--- config.mk ---
export PLATFORM = sky130hd
export DESIGN_NAME = txwd_top
export DESIGN_NICKNAME = d
export VERILOG_FILES = /design/src/rtl/txwd_pkg.sv /design/src/rtl/txwd_snap.sv /design/src/rtl/txwd_judge.sv /design/src/rtl/txwd_escal.sv /design/src/rtl/txwd_gate.sv /design/src/rtl/txwd_top.sv
export SDC_FILE = /design/constraint.sdc
export NUM_CORES = 1
export LEC_CHECK = 0
export BUFFER_PORTS_ARGS = -buffer_cell sky130_fd_sc_hd__clkbuf_2
export CAP_MARGIN = 0
export CORE_MARGIN = 10
export CORE_UTILIZATION = 53
export DETAILED_ROUTE_END_ITERATION = 7
export HOLD_SLACK_MARGIN = 0.12
export PLACE_DENSITY = 0.82
export REMOVE_ABC_BUFFERS = 1
export SYNTH_ARGS = -nofsm -noshare
export SYNTH_HDL_FRONTEND = slang
export SYNTH_HIERARCHICAL = 1
export SYNTH_SLANG_ARGS = --single-unit
export TNS_END_PERCENT = 30
--- constraint.sdc ---
create_clock -name clk -period 2.36 [get_ports clk]
set_input_delay 0.118 -clock clk [delete_from_list [all_inputs] [get_ports clk]]
set_output_delay 0.118 -clock clk [all_outputs]
set_load 0.05 [all_outputs]
--- src/rtl/txwd_pkg.sv ---
package txwd_pkg;

    typedef enum logic [1:0] {
        ACT_NONE   = 2'd0,
        ACT_TOGGLE = 2'd1,
        ACT_RESET  = 2'd2
    } act_e;

    typedef enum logic [1:0] {
        V_PROGRESS = 2'd0,
        V_BUSY     = 2'd1,
        V_STALL    = 2'd2,
        V_QUIET    = 2'd3
    } verdict_e;

    typedef enum logic {
        GATE_PASS = 1'b0,
        GATE_LOW  = 1'b1
    } gate_e;

endpackage

--- src/rtl/txwd_snap.sv ---
// Holds the samples taken at the previous tick and flags what has moved since.
module txwd_snap #(
    parameter int CNT_W = 16
) (
    input  logic             clk,
    input  logic             rst_n,
    input  logic             tick,
    input  logic [CNT_W-1:0] frame_cnt,
    input  logic [CNT_W-1:0] pause_cnt,
    input  logic [CNT_W-1:0] sop_cnt,
    input  logic [CNT_W-1:0] drop_cnt,
    output logic             frame_moved,
    output logic             pause_moved,
    output logic             drop_moved,
    output logic             sop_zero,
    output logic             prev_sop_zero
);
    localparam int NUM_TRACK = 3;

    logic [NUM_TRACK-1:0][CNT_W-1:0] cur_vals;
    logic [NUM_TRACK-1:0]            moved;
    logic                            sop_zero_q;

    assign cur_vals[0] = frame_cnt;
    assign cur_vals[1] = pause_cnt;
    assign cur_vals[2] = drop_cnt;

    // One saved copy and one compare per tracked count.
    for (genvar g = 0; g < NUM_TRACK; g++) begin : g_track
        logic [CNT_W-1:0] saved_q;
        always_ff @(posedge clk) begin
            if (!rst_n)
                saved_q <= '0;
            else if (tick)
                saved_q <= cur_vals[g];
        end
        assign moved[g] = (saved_q != cur_vals[g]);
    end

    // Only the zero-ness of the start-of-packet count matters later on.
    always_ff @(posedge clk) begin
        if (!rst_n)
            sop_zero_q <= 1'b1;
        else if (tick)
            sop_zero_q <= sop_zero;
    end

    assign sop_zero      = (sop_cnt == '0);
    assign prev_sop_zero = sop_zero_q;
    assign frame_moved   = moved[0];
    assign pause_moved   = moved[1];
    assign drop_moved    = moved[2];

endmodule

--- src/rtl/txwd_judge.sv ---
// Turns the movement flags into a single verdict (combinational).
module txwd_judge
    import txwd_pkg::*;
(
    input  logic     frame_moved,
    input  logic     pause_moved,
    input  logic     drop_moved,
    input  logic     sop_zero,
    input  logic     prev_sop_zero,
    output verdict_e verdict
);
    always_comb begin
        if (frame_moved || pause_moved)
            verdict = V_PROGRESS;
        else if (!sop_zero)
            verdict = V_BUSY;
        else if (drop_moved && prev_sop_zero)
            verdict = V_STALL;
        else
            verdict = V_QUIET;
    end
endmodule

--- src/rtl/txwd_escal.sv ---
// Counts consecutive stalls and registers the action for the tick.
module txwd_escal
    import txwd_pkg::*;
#(
    parameter int TOGGLE_LIMIT = 4
) (
    input  logic     clk,
    input  logic     rst_n,
    input  logic     tick,
    input  verdict_e verdict,
    output logic     act_valid,
    output act_e     act_code,
    output logic [$clog2(TOGGLE_LIMIT+2)-1:0] esc_cnt
);
    localparam int ESC_W = $clog2(TOGGLE_LIMIT + 2);
    localparam logic [ESC_W-1:0] LIMIT = ESC_W'(TOGGLE_LIMIT);

    logic [ESC_W-1:0] cnt_q, cnt_d;
    act_e             act_d;

    always_comb begin
        cnt_d = cnt_q;
        act_d = ACT_NONE;
        unique case (verdict)
            V_PROGRESS: cnt_d = '0;
            V_BUSY:     cnt_d = cnt_q;
            V_QUIET:    cnt_d = '0;
            V_STALL: begin
                if (cnt_q > LIMIT) begin
                    act_d = ACT_RESET;
                    cnt_d = '0;
                end else begin
                    act_d = ACT_TOGGLE;
                    cnt_d = cnt_q + 1'b1;
                end
            end
        endcase
    end

    always_ff @(posedge clk) begin
        if (!rst_n) begin
            cnt_q     <= '0;
            act_valid <= 1'b0;
            act_code  <= ACT_NONE;
        end else begin
            act_valid <= tick;
            act_code  <= tick ? act_d : ACT_NONE;
            if (tick)
                cnt_q <= cnt_d;
        end
    end

    assign esc_cnt = cnt_q;
endmodule

--- src/rtl/txwd_gate.sv ---
// Holds transmit enable low for a fixed window after a toggle action.
module txwd_gate
    import txwd_pkg::*;
#(
    parameter int OFF_CYCLES = 4
) (
    input  logic clk,
    input  logic rst_n,
    input  logic kick,
    input  logic tx_en_cfg,
    output logic tx_en
);
    localparam int OFF_W = $clog2(OFF_CYCLES + 1);
    localparam logic [OFF_W-1:0] OFF_LAST = OFF_W'(OFF_CYCLES - 1);

    gate_e            state_q;
    logic [OFF_W-1:0] left_q;

    // State register and window counter.
    always_ff @(posedge clk) begin
        if (!rst_n) begin
            state_q <= GATE_PASS;
            left_q  <= '0;
        end else begin
            unique case (state_q)
                GATE_PASS: begin
                    if (kick) begin
                        state_q <= GATE_LOW;
                        left_q  <= OFF_LAST;
                    end
                end
                GATE_LOW: begin
                    if (kick)
                        left_q <= OFF_LAST;
                    else if (left_q == '0)
                        state_q <= GATE_PASS;
                    else
                        left_q <= left_q - 1'b1;
                end
            endcase
        end
    end

    // Output process.
    always_comb begin
        unique case (state_q)
            GATE_PASS: tx_en = tx_en_cfg;
            GATE_LOW:  tx_en = 1'b0;
        endcase
    end
endmodule

--- src/rtl/txwd_top.sv ---
module txwd_top
    import txwd_pkg::*;
#(
    parameter int CNT_W        = 16,
    parameter int TOGGLE_LIMIT = 4,
    parameter int OFF_CYCLES   = 4
) (
    input  logic             clk,
    input  logic             rst_n,
    input  logic             tick,
    input  logic [CNT_W-1:0] frame_cnt,
    input  logic [CNT_W-1:0] pause_cnt,
    input  logic [CNT_W-1:0] sop_cnt,
    input  logic [CNT_W-1:0] drop_cnt,
    input  logic             tx_en_cfg,
    output logic             tx_en,
    output logic             act_valid,
    output logic [1:0]       act_code
);
    localparam int ESC_W = $clog2(TOGGLE_LIMIT + 2);

    logic             frame_moved, pause_moved, drop_moved;
    logic             sop_zero, prev_sop_zero;
    verdict_e         verdict;
    act_e             act_q;
    logic [ESC_W-1:0] esc_cnt;

    txwd_snap #(.CNT_W(CNT_W)) u_snap (
        .clk           (clk),
        .rst_n         (rst_n),
        .tick          (tick),
        .frame_cnt     (frame_cnt),
        .pause_cnt     (pause_cnt),
        .sop_cnt       (sop_cnt),
        .drop_cnt      (drop_cnt),
        .frame_moved   (frame_moved),
        .pause_moved   (pause_moved),
        .drop_moved    (drop_moved),
        .sop_zero      (sop_zero),
        .prev_sop_zero (prev_sop_zero)
    );

    txwd_judge u_judge (
        .frame_moved   (frame_moved),
        .pause_moved   (pause_moved),
        .drop_moved    (drop_moved),
        .sop_zero      (sop_zero),
        .prev_sop_zero (prev_sop_zero),
        .verdict       (verdict)
    );

    txwd_escal #(.TOGGLE_LIMIT(TOGGLE_LIMIT)) u_escal (
        .clk       (clk),
        .rst_n     (rst_n),
        .tick      (tick),
        .verdict   (verdict),
        .act_valid (act_valid),
        .act_code  (act_q),
        .esc_cnt   (esc_cnt)
    );

    txwd_gate #(.OFF_CYCLES(OFF_CYCLES)) u_gate (
        .clk       (clk),
        .rst_n     (rst_n),
        .kick      (act_valid && (act_q == ACT_TOGGLE)),
        .tx_en_cfg (tx_en_cfg),
        .tx_en     (tx_en)
    );

    assign act_code = act_q;
endmodule

# --- Word-level counts from Yosys, hierarchy flattened ---
# Cells that the tools add are included.
word_totals:
  inputBits: 68
  register_bits: 59
  out_inout_bits: 4
op_classes:
  magnitude_cmp: 1
  bitwise: 2
  reduce_logical: 10
  mux: 15
  n_eq_ne: 9
  n_addsub: 2
op_table:
  columns: ["operator", "n"]
  rows:
  - ["$ne A16 B16 Y1", 3]
  - ["$logic_not A16 Y1", 1]
  - ["$mux W3", 4]
  - ["$pmux W3 S2", 2]
  - ["$mux W2", 3]
  - ["$eq A2 B1 Y1 const B", 2]
  - ["$eq A2 B2 Y1 const B", 2]
  - ["$mux W1", 4]
  - ["$pmux W1 S2", 2]
  - ["$reduce_and A2 Y1", 2]
  - ["$add A3 B1 Y3 const B", 1]
  - ["$gt A3 B3 Y1 const B", 1]
  - ["$logic_not A3 Y1", 1]
  - ["$ne A3 B2 Y1 const B", 1]
  - ["$reduce_and A3 Y1", 1]
  - ["$sub A3 B1 Y3 const B", 1]
  - ["$logic_and A1 B1 Y1", 2]
  - ["$logic_not A2 Y1", 1]
  - ["$ne A2 B1 Y1 const B", 1]
  - ["$not A1 Y1", 2]
  - ["$reduce_or A2 Y1", 1]
  - ["$logic_or A1 B1 Y1", 1]

# --- Longest topological paths before layout ---
# Gate-level depths: netlist of run 1.
depth:
  depth_word: 8
  mapped_depth: 7
  mapped_depth_nobuf: 7

# --- Modules after synthesis ---
# Netlist of run 1, hierarchy kept.
by_module_without_submodules:
  columns: ["mod", "instances", "cells_per_inst", "area_each_um2"]
  rows:
  - ["txwd_snap", 1, 227, 2432.3]
  - ["txwd_escal", 1, 30, 289.0]
  - ["txwd_gate", 1, 20, 217.7]
  - ["txwd_judge", 1, 2, 16.3]
  - ["txwd_top", 1, 1, 8.8]

# --- Worst setup path after synthesis of run 1 ---
# No wires, ideal clock.
synth_timing:
  path_type: "reg2reg"
  start: "register u_snap.g_track[0].saved_q[1]"
  end: "register u_escal.act_code[0]"
  path_stages_with_launch: 7
  t_arrival_ns: 1.652
  n_path_buf: 0
  period_less_slack_ns: 1.769
  t_required_ns: 2.244
  setup_time_ns: 0.116
  slack_ns: 0.591
  path_cell_list: "dfxtp_1 > xor2_1 > nor4_1 > nand4_1 > a311oi_1 > and2b_1 > and3_2"
synth_between:
  elab_chain_cells: 5
synth_lines:
  columns: ["item", "line", "source"]
  rows:
  - ["from (decl)", "txwd_snap.sv:30", "logic [CNT_W-1:0] saved_q;"]
  - ["from (signal assigned)", "txwd_snap.sv:35", "saved_q <= cur_vals[g];"]
  - ["$ne A16 B16 Y1", "txwd_snap.sv:37", "assign moved[g] = (saved_q != cur_vals[g]);"]
  - ["named net frame_moved", "txwd_top.sv:22", "logic frame_moved, pause_moved, drop_moved;"]
  - ["$logic_or A1 B1 Y1", "txwd_judge.sv:13", "if (frame_moved || pause_moved)"]
  - ["$mux W2", "txwd_judge.sv:13", null]
  - ["named net verdict[0]", "txwd_top.sv:24", "verdict_e verdict;"]
  - ["$eq A2 B2 Y1", "txwd_escal.sv:24", "unique case (verdict)"]
  - ["$reduce_and A3 Y1 (no source line)", null, null]
  - ["to (signal assigned)", "txwd_escal.sv:47", "act_code <= tick ? act_d : ACT_NONE;"]
  - ["to (decl)", "txwd_escal.sv:12", "output act_e act_code,"]
# The timed path passes the listed nets, and every way through them passes these cells.
# A chain may end at the register's enable or synchronous reset.

# --- Worst setup path in the final report of run 1 ---
layout_timing:
  start: "input frame_cnt[8]"
  end: "register u_escal.cnt_q[1], in the netlist u_escal/esc_cnt[1]"
layout_between:
  elab_chain_cells: 6
  elab_cells_between_ends: 11
  classes_between: "4 x eq/ne; 2 x mux; 1 x bitwise; 4 x reduce/logical"
layout_lines:
  columns: ["item", "line", "source"]
  rows:
  - ["from (decl)", "txwd_top.sv:11", "input logic [CNT_W-1:0] frame_cnt,"]
  - ["$ne A16 B16 Y1 *", "txwd_snap.sv:37", null]
  - ["named net frame_moved", "txwd_top.sv:22", null]
  - ["$logic_or A1 B1 Y1 *", "txwd_judge.sv:13", null]
  - ["$mux W2 *", "txwd_judge.sv:13", null]
  - ["named net verdict[0]", "txwd_top.sv:24", null]
  - ["$eq A2 B2 Y1 (tied with other cells)", "txwd_escal.sv:24", null]
  - ["$reduce_or A2 Y1 (no source line) / $not A1 Y1 (equally long branches)", null, null]
  - ["$pmux W3 S2 / $reduce_and A2 Y1 (equally long branches)", null, null]
  - ["to (signal assigned)", "txwd_escal.sv:49", "cnt_q <= cnt_d;"]
  - ["to (decl)", "txwd_escal.sv:18", "logic [ESC_W-1:0] cnt_q, cnt_d;"]
# The timed path passes the listed nets; every way through them passes the cells marked *.

==> flow_summary.toml, run 1 <==
[die]
ios = 72
die_y_um = 94.8
rows = 27
start_util_pct = 54.2
die_area_um2 = 8980
fp.coreArea_um2 = 5470
die_w_um = 94.8

[setup_path]
r2r_slack_ns = 0.32
critical_path_class = "input pin to register"
crit_fanout = 4
start_kind = "input pin"
cp_data_required_time_ns = 2.63
cp-end-kind = "register"
arrival_ns = 2.41

[detailed_routing]
vias = 2341
drtPass1Iterations = 4
ant_nets = 0
drc_errors = 0
vias_per_cell = 4.88
drt_iter0_markers = 81
drt_wl_total_mm = 6.88
post_drt_wl_per_cell_um = 14.3

[placed_design]
dp_slack_ns = 0.251
dp_hpwl_mm = 4.64
portBuffers = 71
gp_congestion = 0.738

[synth]
synthesis.area_um2 = 2960
synth_enable_flop_cells = 0
ys_seq_elements = 59
synth.most_common_cell = "dfxtp_1"
async_reset_ff_share_pct = 0
yosys_warnings = 6
yosysSeqAreaShare_pct = 39.8
syn-mean-instance-area_um2 = 10.6
ys_types = 38
synthTopCellsByCount = "59 x dfxtp_1, 49 x nor2b_1, 48 x mux2i_1, 48 x xor2_1, 15 x nor4_1"
synthFlopType = "dfxtp_1"
yosys-top-cells-area = "dfxtp_1 40%, mux2i_1 16%, xor2_1 14%"
yosys.area.top_type = "dfxtp_1"
syn_inst = 280
yosysTopAreaCellShare_pct = 39.8

[cells_and_area]
diodes = 0
nets = 475
finish.utilization_pct = 73.6
syn_to_final_growth_pct = 36.0
drive_gt1_share_pct = 23.5
fillCellCount = 402

[clocking]
cts_made_buffers = 9
root_buffer = "clkbuf_8"
h-tree-depth = 3
worstSkewPairLatency_ns = 0.34
cts_sinks = 59
cts_setup_buffers = 0
cts_tree = "done"
cts_buffer_depth = 2
clk_pin_slew_ns = 0.06

[outcome]
outcome = "finished, final reports clean"

[sta]
setup_viol = 0
rsz0062_at_grt = "no"
tightest_slew_ns = 0.759
fin_tns_setup_ns = 0
slew_headroom_pct = 49.4
hold_slack_ns = 0.305
hold_violations = 0
min_period_over_period_pct = 90.8
period_minus_slack_ns = 2.14
clock.fmax_ghz = 0.467
skew_ns = 0.00328
layout_setup_ws_ns = 0.217
slew_violations = 0

[global_routing]
track_usage_pct = 16.0
grt-ovfl-total = 0
top_usage_layer = "met2"
gr-usage-met3_pct = 3.65
grt_pass1_wl_mm = 11.3
antenna_found_initial = 0
grtUsageMet1_pct = 17.0
grt_max_degree = 48
grt_pass1_vias = 2496
grt_use_met2_pct = 28.7

[power]
cellLeakagePower_nw = 1.90
p_per_area_nw_per_um2 = 573
power_mw = 2.31
peakVddDrop_mv = 0.353

[min_path]
hp-class = "input pin to register"

[run]
drv_cap = 0
==> metrics by stage <==
stage,instances,cell area (µm²)
after floorplan,269,2860
after global placement,416,3350
after detailed placement,416,3350
after CTS,480,4020
after global routing,480,4030
final,480,4030
==> path summary, 6_finish.rpt <==
check / startpoint / endpoint / cells after the start
worst min register to register: u_gate/left_q[1]$_SDFFE_PN0P_ / u_gate/left_q[1]$_SDFFE_PN0P_ / 1
worst min-delay path: sop_cnt[14] / u_snap/prev_sop_zero$_SDFFE_PN1P_ / 4
worst max-delay path: frame_cnt[8] / u_escal/esc_cnt[1]$_SDFFE_PN0P_ / 9
worst max register to register: u_snap/g_track[0].saved_q[8]$_SDFFE_PN0P_ / u_escal/esc_cnt[1]$_SDFFE_PN0P_ / 7
==> cell type report <==
type,count,area (µm²),share of cell area [%]
multi-input combinational,201,1660,41.1
sequential,59,1180,29.3
timing repair buffer,123,878,21.8
clock buffer,15,186,4.63
tap,72,90.1,2.24
inverter,9,33.8,0.838
clock inverter,1,5.00,0.124
==> cells by family after synthesis <==
kind of cell,Yosys count,share of synthesized area [%]
AOI/OAI and AO/OA,13,3.38
xor gates and xnor gates,48,14.2
adders and majority gates,4,1.69
buffers and inverters,20,4.52
DFF,59,39.8
muxes,48,16.2
and+or+nand+nor,88,20.2
==> worst max-delay path, cell delays in order <==
cell,delay (ns)
dlygate4sd3_1,0.54
clkbuf_2,0.12
xor2_1,0.14
nor4_1,0.39
nand4_1,0.21
a311oi_2,0.38
nor2b_1,0.25
o21ai_0,0.12
a21boi_1,0.14
==> flip-flops by register name, summed over array words and instances (netlist names) <==
signal                  count
u_gate/state_q              1
u_snap/prev_sop_zero        1
u_snap/g_track.saved_q     48
u_escal/act_valid           1
u_escal/esc_cnt             3
u_gate/left_q               3
u_escal/act_code            2
==> where the power goes <==
part | leakage [nW] | internal [mW] | switching [mW]
Clock | 0.0997 | 0.495 | 0.378
Combinational | 1.32 | 0.202 | 0.153
Sequential | 0.486 | 1.05 | 0.0327
Total | 1.90 | 1.74 | 0.563
==> repair_timing <==
item	in CTS	in global routing
gates resized for setup	0	1
endpoints found under the setup margin	0	3
hold buffers	48	0
hold endpoints to repair	48	0
==> placed cells by master, fill, tap and decap left out, types with 2 or more instances in the layout <==
master	instances
nand4bb_1	2
clkbuf_1	2
and3b_1	2
xor2_1	48
nor4_1	15
dfxtp_1	59
clkbuf_2	70
buf_4	3
mux2i_1	48
dlygate4sd3_1	48
nand3b_1	2
nand4_1	4
ha_1	4
o21ai_0	3
nand2_1	2
o211ai_1	3
clkbuf_8	13
inv_1	9
nor2b_1	49
==> routing by layer <==
layer | vias to the layer above | wire (µm)
met3 | 12 | 290
met2 | 43 | 3660
li1 | 1210 | -
met4 | 0 | 152
met1 | 1076 | 2780
met5 | - | 0
No activity file was read; power rests on OpenSTA's default activity.
==> run 2: changes to the inputs <==
- PLACE_DENSITY: 0.82 -> 0.83
- SYNTH_HIERARCHICAL: 1 -> default
==> run 2 against run 1 <==
  * Setup slack better by 0.030 ns
  * Fmax is 1.4% higher
  * Sequential cell count stayed put
  * First-iteration DRC count is 1.2% higher
  * Largest cell class unchanged
  * Highest routed layer unchanged
==> flow_summary.toml, run 2 <==
[outcome]
outcome = "finished, final reports clean"

[power]
power_mw = 2.28
peakVddDrop_mv = 0.568
p_per_area_nw_per_um2 = 583
cellLeakagePower_nw = 1.78

[cells_and_area]
finish.utilization_pct = 76.0
largest_reg_flops = 48
final_common_cell = "clkbuf_2"
diodes = 0
final_cell_mix = "70 x clkbuf_2, 59 x dfxtp_1, 49 x mux2i_1"
fin_cells = 474
fillCellCount = 369
finalInstanceArea_um2 = 3910
drive_gt1_share_pct = 23.3
nets = 472
top_register = "u_snap.g_track.saved_q"
syn_to_final_growth_pct = 38.8

[min_path]
hp-class = "input pin to register"

[global_routing]
grt_use_met2_pct = 27.6
grt_max_degree = 37
gr-usage-met3_pct = 8.72
track_usage_pct = 16.8
grtUsageMet1_pct = 18.7
grt-ovfl-total = 0
top_usage_layer = "met2"
antenna_found_initial = 0
grt_pass1_vias = 2424
grt_pass1_wl_mm = 11.6

[clocking]
cts_made_buffers = 9
root_buffer = "clkbuf_8"
cts_buffer_depth = 2
worstSkewPairLatency_ns = 0.34
cts_sinks = 59
cts_tree = "done"
h-tree-depth = 3
cts_setup_buffers = 0
clk_pin_slew_ns = 0.06

[setup_path]
critical_path_class = "input pin to register"
cp_data_required_time_ns = 2.62
crit_fanout = 6
start_kind = "input pin"
cp-end-kind = "register"
arrival_ns = 2.37

[synth]
yosys-top-cells-area = "dfxtp_1 42%, mux2i_1 17%, xor2_1 10%"
syn_inst = 279
ys_types = 27
synth_compound_area_share_pct = 2.18
yosys.area.top_type = "dfxtp_1"
ys_seq_elements = 59
yosys.area_share.adder_pct = 1.78
synthFlopType = "dfxtp_1"
synth-simple-area-share_pct = 18.6
syn-mean-instance-area_um2 = 10.1
synth_enable_flop_cells = 0
synth-xor-area-share_pct = 15.3
yosysSeqAreaShare_pct = 42.0
synth_top_family_by_area = "simple AND/OR/NAND/NOR gates"
synthTopCellsByCount = "59 x dfxtp_1, 49 x mux2i_1, 32 x xor2_1, 31 x nor2b_1, 20 x nor2_1"
yosys_warnings = 0
synthesis.area_um2 = 2810
muxShareOfSynthArea_pct = 17.4
yosysTopAreaCellShare_pct = 42.0
async_reset_ff_share_pct = 0
synth.most_common_cell = "dfxtp_1"

[placed_design]
portBuffers = 71
gp_congestion = 0.696
dp_cells = 411
place_area_um2 = 3250
dp_slack_ns = 0.359
dp_hpwl_mm = 4.30

[die]
die_y_um = 92.9
fp.coreArea_um2 = 5140
die_area_um2 = 8620
start_util_pct = 54.7
ios = 72
rows = 26
die_w_um = 92.9

[sta]
layout_setup_ws_ns = 0.247
slew_violations = 0
min_period_over_period_pct = 89.5
hold_slack_ns = 0.232
tightest_slew_ns = 0.701
slew_headroom_pct = 53.2
setup_viol = 0
skew_ns = 0.00662
period_minus_slack_ns = 2.11
clock.fmax_ghz = 0.473
rsz0062_at_grt = "no"
fin_tns_setup_ns = 0
hold_violations = 0

[detailed_routing]
drtPass1Iterations = 4
drt_wl_total_mm = 6.90
post_drt_wl_per_cell_um = 14.6
vias_per_cell = 4.93
vias = 2339
ant_nets = 0
drt_iter0_markers = 82
drc_errors = 0

[run]
drv_cap = 0
[run 2: timing repair]
item	CTS	global route
gates resized for setup	0	0
hold endpoints to repair	48	0
hold buffers	48	0
[run 2: worst paths after layout]
kind | from | end | slack, ns | cells after the start
max reg2reg | u_snap.g_track[0].saved_q[13]$_SDFFE_PN0P_ | u_escal.esc_cnt[2]$_SDFFE_PN0P_ | 0.36 | 6
min | rst_n | u_snap.prev_sop_zero$_SDFFE_PN1P_ | 0.23 | 3
min reg2reg | u_escal.esc_cnt[1]$_SDFFE_PN0P_ | u_escal.esc_cnt[1]$_SDFFE_PN0P_ | 0.48 | 2
max | frame_cnt[13] | u_escal.esc_cnt[2]$_SDFFE_PN0P_ | 0.25 | 8
[run 2: cell families after synthesis]
group | count (synthesis)
AND/OR/NAND/NOR | 88
AO/OA/AOI/OAI | 9
flip-flops | 59
XOR/XNOR | 49
adder cells (fa/ha/maj) | 4
multiplexers | 49
buffers and inverters | 21
[run 2: layer usage]
layer,share of wire [%],wire length (µm),up-vias
met4,1.3,92,0
li1,-,-,1189
met5,0,0,-
met1,43,2940,1069
met3,7.7,533,13
met2,48,3340,68
[run 2: worst max-delay path, cell delays in order]
cell	delay, ns
dlygate4sd3_1	0.54
clkbuf_2	0.12
xor2_1	0.14
nor4_1	0.37
nand4_1	0.20
nor4_2	0.53
nand4b_1	0.16
a31oi_1	0.19
[run 2: where the power goes]
group	internal, mW	switching [mW]	leakage [nW]
Sequential	1.05	0.0330	0.486
Clock	0.458	0.377	0.0953
Combinational	0.204	0.159	1.20
Total	1.71	0.569	1.78
[run 2: cell type report]
class	count	area, µm²	area share (%)
Multi-Input combinational cell	199	1550	39.8
Inverter	9	33.8	0.865
Tap cell	70	87.6	2.24
Timing Repair Buffer	122	871	22.3
Sequential cell	59	1180	30.2
Clock inverter	2	10.0	0.256
Clock buffer	13	169	4.32
==> run 3: changes to the inputs <==
- CORE_MARGIN: 10 -> 3
- GPL_TIMING_DRIVEN: default -> 0
==> run 3 against run 2 <==
  * Sequential cell count unchanged
  * Critical path depth did not move
  * Global-route usage grew 5.3 points
  * Non-clock buffer count decreased by 3
  * Fmax increased by 2.5%
  * Via count increased by 0.13%
  * Combinational power is 2% lower
  * Final area down 0.32%
  * Wire length decreased by 10%
  * Total power rose by 2.4%
  * Largest power group unchanged
==> flow_summary.toml, run 3 (synthesized netlist as in run 2, its figures left out) <==
[outcome]
outcome = "finished, final reports clean"

[min_path]
hp-class = "input pin to register"

[power]
p_seq_share_pct = 46.4
p_per_area_nw_per_um2 = 599
p_sw_mw = 0.545
cellLeakagePower_nw = 1.76
peakVddDrop_mv = 0.534
combinationalPowerShare_pct = 15.3
p_clk_share_pct = 38.3
swShare_pct = 23.4
p_int_mw = 1.79

[detailed_routing]
drtPass1Iterations = 4
post_drt_wl_per_cell_um = 13.2
ant_nets = 0
drc_errors = 0
drt_iter0_markers = 81
drt_wl_total_mm = 6.20
vias = 2342
vias_per_cell = 5.00

[sta]
slew_headroom_pct = 36.8
skew_ns = 0.00597
layout_setup_ws_ns = 0.299
hold_violations = 0
min_period_over_period_pct = 87.3
slew_violations = 0
rsz0062_at_grt = "no"
tightest_slew_ns = 0.948
fin_tns_setup_ns = 0
clock.fmax_ghz = 0.485
period_minus_slack_ns = 2.06
setup_viol = 0

[setup_path]
cpMaxStageDelayCell = "dlygate4sd3_1"
crit_fanout = 6
slowest_delay_ns = 0.55
cp_data_required_time_ns = 2.61
crit_family = "simple AND/OR/NAND/NOR gates"
cp-end-kind = "register"
arrival_ns = 2.31
worstPathCellList = "dlygate4sd3_1, clkbuf_2, xor2_1, nor4_2, nand4_1, nor4_4, nand4b_1, a31oi_1"
critical_path_class = "input pin to register"
worstPathBufferInverterCount = 2
start_kind = "input pin"

[clocking]
cts_buffer_depth = 2
cts_sinks = 59
clk_pin_slew_ns = 0.06
worstSkewPairLatency_ns = 0.33
cts_setup_buffers = 0
h-tree-depth = 3
cts_tree = "done"
root_buffer = "clkbuf_8"
cts_made_buffers = 9

[placed_design]
place_area_um2 = 3210
dp_slack_ns = 0.329
dp_cells = 405
gp_congestion = 0.744
portBuffers = 71
dp_hpwl_mm = 3.79

[global_routing]
grt-ovfl-total = 0
antenna_found_initial = 0
grt_max_degree = 54
grt_pass1_wl_mm = 10.8
track_usage_pct = 22.1
grt_pass1_vias = 2509

[die]
rows = 25
die_y_um = 78.9
die_w_um = 78.9
fp.coreArea_um2 = 4910
ios = 72
die_area_um2 = 6220
start_util_pct = 57.3

[cells_and_area]
final_common_cell = "clkbuf_2"
diodes = 0
nets = 469
finalInstanceArea_um2 = 3890
fin_cells = 468
largest_reg_flops = 48
top_register = "u_snap.g_track.saved_q"
drive_gt1_share_pct = 22.4
final_cell_mix = "70 x clkbuf_2, 59 x dfxtp_1, 49 x mux2i_1"
syn_to_final_growth_pct = 38.4

[run]
drv_cap = 0
[run 3: layer usage]
metal	up-vias	part of all wire [%]	track usage, %
li1	1189	-	-
met1	1068	42	24.1
met2	75	51	40.8
met3	10	5.2	5.10
met4	0	1.7	9.28
met5	-	0	0
[run 3: final cells by class]
class                      count  area [µm²]
clock inverter                 2        35.0
clock buffer                  13         159
timing repair buffer         119         838
inverter                       9        33.8
multi-input combinational    199        1560
fill                         325        1020
sequential                    59        1180
tap                           67        83.8
[run 3: power by group through the flow]
stage                     clock network [mW]  logic, mW  registers (mW)
after detailed placement                   0      0.290            1.10
final                                  0.894      0.357            1.08
after floorplan                            0      0.162            1.10
after global placement                     0      0.287            1.10
after global routing                   0.961      0.393            1.09
after CTS                              0.914      0.354            1.08
[run 3: metrics by stage]
| stage | utilization (%) | hold WS, ns | power (mW) |
|---|---|---|---|
| after global routing | 79.3 | 0.358 | 2.44 |
| after global placement | 65.3 | 0.380 | 1.38 |
| after floorplan | - | 0.180 | 1.26 |
| final | 79.3 | 0.319 | 2.33 |
| after detailed placement | 65.4 | 0.389 | 1.39 |
| after CTS | 79.1 | 0.305 | 2.35 |
[run 3: repair_timing]
action,in CTS,in global routing
endpoints found under the setup margin,0,2
resized for setup,0,1
hold endpoints to repair,48,0
hold buffers,48,0
[run 3: tightest hold or removal path, stage by stage]
cell and delay (ns):
clkbuf_2 0.07, nor4_1 0.03, and4_1 0.18, mux2i_1 0.14
nand2_1 0.06
[run 3: final timing paths]
path         cells past startpoint  slack, ns                                  startpoint                                end
min                              5       0.32                                 sop_cnt[14]  u_snap.prev_sop_zero$_SDFFE_PN1P_
min reg2reg                      2       0.47           u_snap.prev_sop_zero$_SDFFE_PN1P_  u_snap.prev_sop_zero$_SDFFE_PN1P_
max                              8       0.30                                frame_cnt[3]    u_escal.esc_cnt[2]$_SDFFE_PN0P_
max reg2reg                      6       0.41  u_snap.g_track[0].saved_q[12]$_SDFFE_PN0P_    u_escal.esc_cnt[2]$_SDFFE_PN0P_
